### src/rtl/rseq_pkg.sv
package rseq_pkg;
    typedef enum logic [1:0] {
        ST_IDLE  = 2'd0,
        ST_SEQ   = 2'd1,
        ST_WAIT  = 2'd2,
        ST_READY = 2'd3
    } rseq_state_e;
endpackage

### src/rtl/rseq_sync.sv
module rseq_sync #(
    parameter int WIDTH  = 5,
    parameter int STAGES = 2
) (
    input  logic             clk,
    input  logic             rst_n,
    input  logic [WIDTH-1:0] din,
    output logic [WIDTH-1:0] dout
);
    logic [STAGES-1:0][WIDTH-1:0] pipe_d, pipe_q;

    always_comb begin
        pipe_d[0] = din;
        for (int s = 1; s < STAGES; s++) begin
            pipe_d[s] = pipe_q[s-1];
        end
    end

    always_ff @(posedge clk or negedge rst_n) begin
        if (!rst_n) pipe_q <= '0;
        else        pipe_q <= pipe_d;
    end

    assign dout = pipe_q[STAGES-1];
endmodule

### src/rtl/rseq_stage.sv
module rseq_stage #(
    parameter int DLY_W = 8
) (
    input  logic             clk,
    input  logic             rst_n,
    input  logic             clear,
    input  logic             arm,
    input  logic [DLY_W-1:0] delay,
    output logic             en
);
    typedef struct packed {
        logic [DLY_W-1:0] cnt;
        logic             en;
    } stage_t;

    stage_t stage_d, stage_q;

    always_comb begin
        stage_d = stage_q;
        if (clear) begin
            stage_d = '0;
        end else if (arm && !stage_q.en) begin
            if (stage_q.cnt == delay) stage_d.en  = 1'b1;
            else                      stage_d.cnt = stage_q.cnt + 1'b1;
        end
    end

    always_ff @(posedge clk or negedge rst_n) begin
        if (!rst_n) stage_q <= '0;
        else        stage_q <= stage_d;
    end

    assign en = stage_q.en;

    // once raised, an enable only falls through a clear
    assert_enable_sticky_R4: assert property (@(posedge clk) disable iff (!rst_n)
        (stage_q.en && !clear) |=> stage_q.en);

    // an enable cannot rise in a cycle where the stage may not count
    assert_enable_needs_arm_R4: assert property (@(posedge clk) disable iff (!rst_n)
        (!stage_q.en && !arm) |=> !stage_q.en);
endmodule

### src/rtl/rail_sequencer.sv
module rail_sequencer
    import rseq_pkg::*;
#(
    parameter int N_STAGES    = 4,
    parameter int DLY_W       = 8,
    parameter int WAIT_CYCLES = 16,
    parameter int SYNC_STAGES = 2
) (
    input  logic                      clk,
    input  logic                      rst_n,
    input  logic                      pwr_good,
    input  logic                      relay_mode,
    input  logic                      host_restart,
    input  logic [N_STAGES*DLY_W-1:0] stage_delay,
    input  logic [N_STAGES:0]         volt_good,
    output logic [N_STAGES-1:0]       rail_en,
    output logic                      host_reset
);
    localparam int WW = $clog2(WAIT_CYCLES + 1);
    localparam logic [WW-1:0] WAIT_LAST = WW'(WAIT_CYCLES);

    typedef struct packed {
        rseq_state_e   st;
        logic [WW-1:0] wcnt;
        logic          hold;
        logic          rst_prev;
    } ctl_t;

    ctl_t ctl_d, ctl_q;

    logic [N_STAGES:0]   vg_s;
    logic [N_STAGES-1:0] arm;
    logic                all_good;
    logic                restart_rise;
    logic                clear;

    rseq_sync #(.WIDTH(N_STAGES + 1), .STAGES(SYNC_STAGES)) i_sync (
        .clk   (clk),
        .rst_n (rst_n),
        .din   (volt_good),
        .dout  (vg_s)
    );

    assign all_good     = &vg_s;
    assign restart_rise = host_restart & ~ctl_q.rst_prev;
    assign clear        = !pwr_good || restart_rise || (ctl_q.st == ST_IDLE);

    generate
        for (genvar g = 0; g < N_STAGES; g++) begin : g_stage
            assign arm[g] = relay_mode ? vg_s[g] : 1'b1;
            rseq_stage #(.DLY_W(DLY_W)) i_stage (
                .clk   (clk),
                .rst_n (rst_n),
                .clear (clear),
                .arm   (arm[g]),
                .delay (stage_delay[g*DLY_W +: DLY_W]),
                .en    (rail_en[g])
            );
        end
    endgenerate

    always_comb begin
        ctl_d          = ctl_q;
        ctl_d.rst_prev = host_restart;
        if (!pwr_good || restart_rise) begin
            ctl_d.st   = ST_IDLE;
            ctl_d.wcnt = '0;
        end else begin
            unique case (ctl_q.st)
                ST_IDLE: begin
                    if (!host_restart) ctl_d.st = ST_SEQ;
                end
                ST_SEQ: begin
                    if ((&rail_en) && all_good) begin
                        ctl_d.st   = ST_WAIT;
                        ctl_d.wcnt = '0;
                    end
                end
                ST_WAIT: begin
                    if (!all_good)                 ctl_d.st   = ST_SEQ;
                    else if (ctl_q.wcnt == WAIT_LAST) ctl_d.st = ST_READY;
                    else                           ctl_d.wcnt = ctl_q.wcnt + 1'b1;
                end
                ST_READY: begin
                    if (!all_good) begin
                        ctl_d.st   = ST_WAIT;
                        ctl_d.wcnt = '0;
                    end
                end
                default: ctl_d.st = ST_IDLE;
            endcase
        end
        ctl_d.hold = (ctl_d.st != ST_READY);
    end

    always_ff @(posedge clk or negedge rst_n) begin
        if (!rst_n) begin
            ctl_q.st       <= ST_IDLE;
            ctl_q.wcnt     <= '0;
            ctl_q.hold     <= 1'b1;
            ctl_q.rst_prev <= 1'b0;
        end else begin
            ctl_q <= ctl_d;
        end
    end

    assign host_reset = ctl_q.hold;

    // a supply drop clears everything on the next edge
    assert_supply_drop_clears_R8: assert property (@(posedge clk) disable iff (!rst_n)
        !pwr_good |=> (rail_en == '0 && host_reset));

    // a restart edge clears everything on the next edge
    assert_restart_clears_R9: assert property (@(posedge clk) disable iff (!rst_n)
        restart_rise |=> (rail_en == '0 && host_reset));

    // the host is released only with every rail enabled
    assert_release_all_on_R6: assert property (@(posedge clk) disable iff (!rst_n)
        !host_reset |-> (&rail_en));

    // a rail going bad after release reasserts the hold-off
    assert_rail_loss_holds_R7: assert property (@(posedge clk) disable iff (!rst_n)
        (!host_reset && !all_good && pwr_good) |=> (host_reset && (&rail_en)));
endmodule

### config.mk
export PLATFORM = sky130hd
export DESIGN_NAME = rail_sequencer
export DESIGN_NICKNAME = d
export VERILOG_FILES = /design/src/rtl/rseq_pkg.sv /design/src/rtl/rseq_sync.sv /design/src/rtl/rseq_stage.sv /design/src/rtl/rail_sequencer.sv
export SDC_FILE = /design/constraint.sdc
export NUM_CORES = 1
export LEC_CHECK = 0
export BUFFER_PORTS_ARGS = -buffer_cell sky130_fd_sc_hd__buf_2
export CAP_MARGIN = 25
export CORE_MARGIN = 2
export CORE_UTILIZATION = 55
export CTS_BUF_LIST = sky130_fd_sc_hd__clkbuf_16
export DETAILED_ROUTE_END_ITERATION = 10
export PLACE_DENSITY = 0.78
export SETUP_SLACK_MARGIN = 0.4
export SYNTH_ARGS = -nofsm -noshare
export SYNTH_HDL_FRONTEND = slang
export SYNTH_SLANG_ARGS = --single-unit
### constraint.sdc
create_clock -name clk -period 5.55 [get_ports clk]
set_input_delay 0.8325 -clock clk [delete_from_list [all_inputs] [get_ports clk]]
set_output_delay 0.8325 -clock clk [all_outputs]
set_load 0.02 [all_outputs]
==> report_table.html <==
<table>
<tr><th>Metric</th><th>Value</th></tr>
<tr><th colspan="2">Critical path</th></tr>
<tr><td>Required time worst endpoint</td><td>5.78 ns</td></tr>
<tr><td>Kind of critical path</td><td>reg -&gt; reg</td></tr>
<tr><td>Crit path DAT</td><td>2.60 ns</td></tr>
<tr><td>Biggest fanout along the worst timing path</td><td>23</td></tr>
<tr><td>Worst Setup End Kind</td><td>flip-flop</td></tr>
<tr><td>Critical Path Source Type</td><td>flip-flop</td></tr>
<tr><th colspan="2">Timing</th></tr>
<tr><td>Final worst slack</td><td>3.189 ns</td></tr>
<tr><td>Pin slew with the least headroom to its limit</td><td>0.8541 ns</td></tr>
<tr><td>Total count of max-transition violations in the final report</td><td>0</td></tr>
<tr><td>FMAX</td><td>423.5 MHz</td></tr>
<tr><td>Sum of negative setup slack</td><td>0 ns</td></tr>
<tr><td>Final period util</td><td>0.4255</td></tr>
<tr><td>Fin Clk Skew</td><td>0.008128 ns</td></tr>
<tr><td>Final critical path time including I/O delays and setup</td><td>2.361 ns</td></tr>
<tr><td>Unrepaired setup endpoints after global routing</td><td>false</td></tr>
<tr><td>Max transition margin</td><td>0.4268</td></tr>
<tr><td>Final-report hold violation count</td><td>0</td></tr>
<tr><td>Setup violators final</td><td>0</td></tr>
<tr><th colspan="2">Synth</th></tr>
<tr><td>Proportion of synthesized chip area in sequential cells</td><td>0.4492</td></tr>
<tr><td>Cells after synthesis</td><td>312</td></tr>
<tr><td>Area leader, netlist</td><td>sky130_fd_sc_hd__dfrtp_1</td></tr>
<tr><td>Flip-flop and latch count after synthesis</td><td>55</td></tr>
<tr><td>Count of different cell masters after synthesis</td><td>46</td></tr>
<tr><td>Net Count, Synth</td><td>364</td></tr>
<tr><td>Top-area cell type share of the netlist area</td><td>0.4406</td></tr>
<tr><td>Area of the mapped netlist</td><td>0.003067 mm^2</td></tr>
<tr><td>Main area contributors after synthesis</td><td>sky130_fd_sc_hd__dfrtp_1 44%, sky130_fd_sc_hd__xnor2_1 7.4%, sky130_fd_sc_hd__ha_1 4.1%</td></tr>
<tr><td>Syn avg cell area</td><td>9.829 um^2</td></tr>
<tr><td>Synthesis Warnings</td><td>0</td></tr>
<tr><th colspan="2">Floorplan</th></tr>
<tr><td>Cell Rows</td><td>27</td></tr>
<tr><td>Ports placed on the boundary</td><td>47</td></tr>
<tr><td>Area of the core region</td><td>0.005439 mm^2</td></tr>
<tr><td>Floorplan die area</td><td>0.006189 mm^2</td></tr>
<tr><td>Starting density of the core</td><td>0.5638</td></tr>
<tr><td>Die boundary height</td><td>78.67 um</td></tr>
<tr><td>Chip width</td><td>78.67 um</td></tr>
<tr><th colspan="2">Detailed routing</th></tr>
<tr><td>Drt initial violations</td><td>150</td></tr>
<tr><td>Post-detailed-routing wire length</td><td>6259 um</td></tr>
<tr><td>Number of vias after detailed routing</td><td>2495</td></tr>
<tr><td>Detailed-router iteration count before antenna repair</td><td>4</td></tr>
<tr><td>Routed wire per std cell</td><td>14.52 um</td></tr>
<tr><td>Count of antenna-violating nets left after detailed routing</td><td>0</td></tr>
<tr><td>Post-route DRC violation count</td><td>0</td></tr>
<tr><td>Detailed-route vias per instance</td><td>5.789</td></tr>
<tr><th colspan="2">Place</th></tr>
<tr><td>Final GP Congestion</td><td>0.9668</td></tr>
<tr><td>Final HPWL DP</td><td>4435 um</td></tr>
<tr><td>IO Port Bufs</td><td>46</td></tr>
<tr><td>Pre-CTS worst setup slack</td><td>2.819 ns</td></tr>
<tr><th colspan="2">CTS</th></tr>
<tr><td>Deepest clock path buffer count</td><td>2</td></tr>
<tr><td># Post-CTS Setup Buffers</td><td>0</td></tr>
<tr><td>Maximum level of the CTS H-tree</td><td>2</td></tr>
<tr><td>Worst-Skew Late Latency</td><td>0.29 ns</td></tr>
<tr><td>Number of clock sinks</td><td>55</td></tr>
<tr><td>Post-CTS Hold Buffers</td><td>0</td></tr>
<tr><td>Clock Pin Slew Worst Setup and Hold Paths</td><td>0.07 ns</td></tr>
<tr><td>Cells resized by post-CTS repair</td><td>0</td></tr>
<tr><td>Root Buffer Master</td><td>sky130_fd_sc_hd__clkbuf_16</td></tr>
<tr><td>Num CTS Buffers</td><td>5</td></tr>
<tr><td>Clock tree from TritonCTS</td><td>done</td></tr>
<tr><th colspan="2">GRT</th></tr>
<tr><td>Global route overflow</td><td>0</td></tr>
<tr><td>Number of global-route vias before repair</td><td>2475</td></tr>
<tr><td>Global Route Usage Sum</td><td>0.2181</td></tr>
<tr><td>Initial antenna violation count</td><td>0</td></tr>
<tr><td>First-pass GRT wire length</td><td>10900 um</td></tr>
<tr><td>Largest net degree at the start of global routing</td><td>56</td></tr>
<tr><th colspan="2">Cells and area</th></tr>
<tr><td>Fillcell total</td><td>427</td></tr>
<tr><td>Area of combinational cells with multiple inputs</td><td>0.001564 mm^2</td></tr>
<tr><td>Area taken by flip-flops and latches</td><td>0.001378 mm^2</td></tr>
<tr><td>Most common library cell in the layout ignoring fill and taps</td><td>sky130_fd_sc_hd__dfrtp_1</td></tr>
<tr><td>Post-synthesis to final-layout area growth</td><td>15.79%</td></tr>
<tr><td>Share of final-layout standard cells stronger than drive strength 1</td><td>0.1922</td></tr>
<tr><td>Commonest non-fill, non-tap cells in the layout</td><td>54 x sky130_fd_sc_hd__dfrtp_1, 46 x sky130_fd_sc_hd__buf_2, 26 x sky130_fd_sc_hd__xnor2_1, 21 x sky130_fd_sc_hd__nand3_1, 19 x sky130_fd_sc_hd__a21oi_1</td></tr>
<tr><td>Fin nets</td><td>410</td></tr>
<tr><td>Share of the core filled with cells in the final layout</td><td>0.6529</td></tr>
<tr><td>Inserted Diodes</td><td>0</td></tr>
<tr><th colspan="2">Power and ir drop</th></tr>
<tr><td>PD cells</td><td>266.6 mW/mm^2</td></tr>
<tr><td>Peak supply drop</td><td>0.0001903 V</td></tr>
<tr><td>Static Leak</td><td>1.581 nW</td></tr>
<tr><th colspan="2">Run</th></tr>
<tr><td>Maxcap violations</td><td>0</td></tr>
<tr><th colspan="2">Run status</th></tr>
<tr><td>Outcome</td><td>complete, no violations</td></tr>
<tr><th colspan="2">Worst hold path</th></tr>
<tr><td>Class of the tightest hold or removal check</td><td>reg -&gt; reg</td></tr>
</table>
[through the flow]
| step | instance area (um^2) | cells | power (W) | hold slack, ns |
|---|---|---|---|---|
| after CTS | 3523 | 430 | 0.0009438 | 0.3523 |
| after detailed placement | 3348 | 422 | 0.0005785 | 0.3347 |
| after floorplan | 3067 | 312 | 0.0005259 | 0.3312 |
| after global placement | 3341 | 421 | 0.0005729 | 0.3352 |
| final | 3551 | 431 | 0.0009468 | 0.3502 |
| after global routing | 3551 | 431 | 0.0009920 | 0.3582 |
[cells in the mapped netlist, drive strengths merged]
cell	instances
dfstp	1
nand2	17
o21a	3
and3	6
o41ai	1
o32ai	1
xnor2	26
o21ai	13
a221o	1
inv	17
nand4	12
xor2	12
or4	9
o311ai	1
dfrtp	54
a211oi	3
nor4	3
o31a	1
clkbuf	3
mux2	1
mux2i	6
or3	9
nand3	21
nor4b	1
buf	8
and4bb	1
ha	10
o21bai	1
a22o	1
a311oi	1
nor3	2
nand2b	4
a211o	1
a21oi	19
a21o	3
nor2b	3
a2111oi	4
nor2	16
o211ai	8
or2	5
o31ai	3
[worst paths after layout]
| kind | startpoint | endpoint | slack, ns | depth (start not counted) |
|---|---|---|---|---|
| setup / recovery | ctl_q[8]$_DFF_PN0_ | g_stage[2].i_stage.stage_q[7]$_DFFE_PN0P_ | 3.19 | 6 |
| hold / removal | i_sync.pipe_d[9]$_DFF_PN0_ | i_sync.dout[4]$_DFF_PN0_ | 0.35 | 0 |
| setup reg to reg | ctl_q[8]$_DFF_PN0_ | g_stage[2].i_stage.stage_q[7]$_DFFE_PN0P_ | 3.19 | 6 |
| hold reg to reg | i_sync.pipe_d[9]$_DFF_PN0_ | i_sync.dout[4]$_DFF_PN0_ | 0.35 | 0 |
| max in group asynchronous | rst_n | g_stage[3].i_stage.stage_q[1]$_DFFE_PN0P_ | 4.45 | 2 |
| min in group asynchronous | rst_n | g_stage[1].i_stage.stage_q[6]$_DFFE_PN0P_ | 0.65 | 2 |
[cell families (layout without fill, tap and decap cells)]
family,Yosys count,count (layout),share of synthesized area
AO/OA/AOI/OAI,65,65,0.1408
buffers and inverters,28,75,0.04080
AND/OR/NAND/NOR,109,109,0.1967
multiplexers,7,7,0.02326
adder cells (fa/ha/maj),10,10,0.04080
XOR/XNOR,38,38,0.1085
flip-flops,55,55,0.4492
[registers in the layout, indices dropped and copies added (netlist names)]
name	flops
i_sync.pipe_d	5
g_stage.i_stage.en	4
ctl_q	8
g_stage.i_stage.stage_q	32
i_sync.dout	5
host_reset	1
[cell type report]
class	instances	share of cell area
clock buffer	5	0.03524
multi-input combinational	229	0.4405
tap	72	0.02537
sequential	55	0.3879
timing repair buffer	50	0.07893
inverter	17	0.01797
clock inverter	3	0.01409
[layer usage]
metal | vias up | global-route usage | share of wire
met5 | - | 0 | 0
met3 | 8 | 0.04138 | 0.036
met4 | 0 | 0.05614 | 0.0088
li1 | 1220 | - | -
met2 | 57 | 0.3718 | 0.49
met1 | 1210 | 0.2858 | 0.46
[critical path, stage by stage, from the launching register on]
cell and delay [ns]:
sky130_fd_sc_hd__dfrtp_1 0.47, sky130_fd_sc_hd__inv_1 0.10, sky130_fd_sc_hd__ha_1 0.25, sky130_fd_sc_hd__or3_1 0.64, sky130_fd_sc_hd__buf_16 0.27, sky130_fd_sc_hd__or4_1 0.50
sky130_fd_sc_hd__nand2_1 0.08
[report_power, final]
part	total, W	internal, W	switching [W]
logic	0.000153	0.0000633	0.0000897
clock network	0.000366	0.000218	0.000148
registers	0.000428	0.000413	0.0000151
No activity file was read; power rests on OpenSTA's default activity.
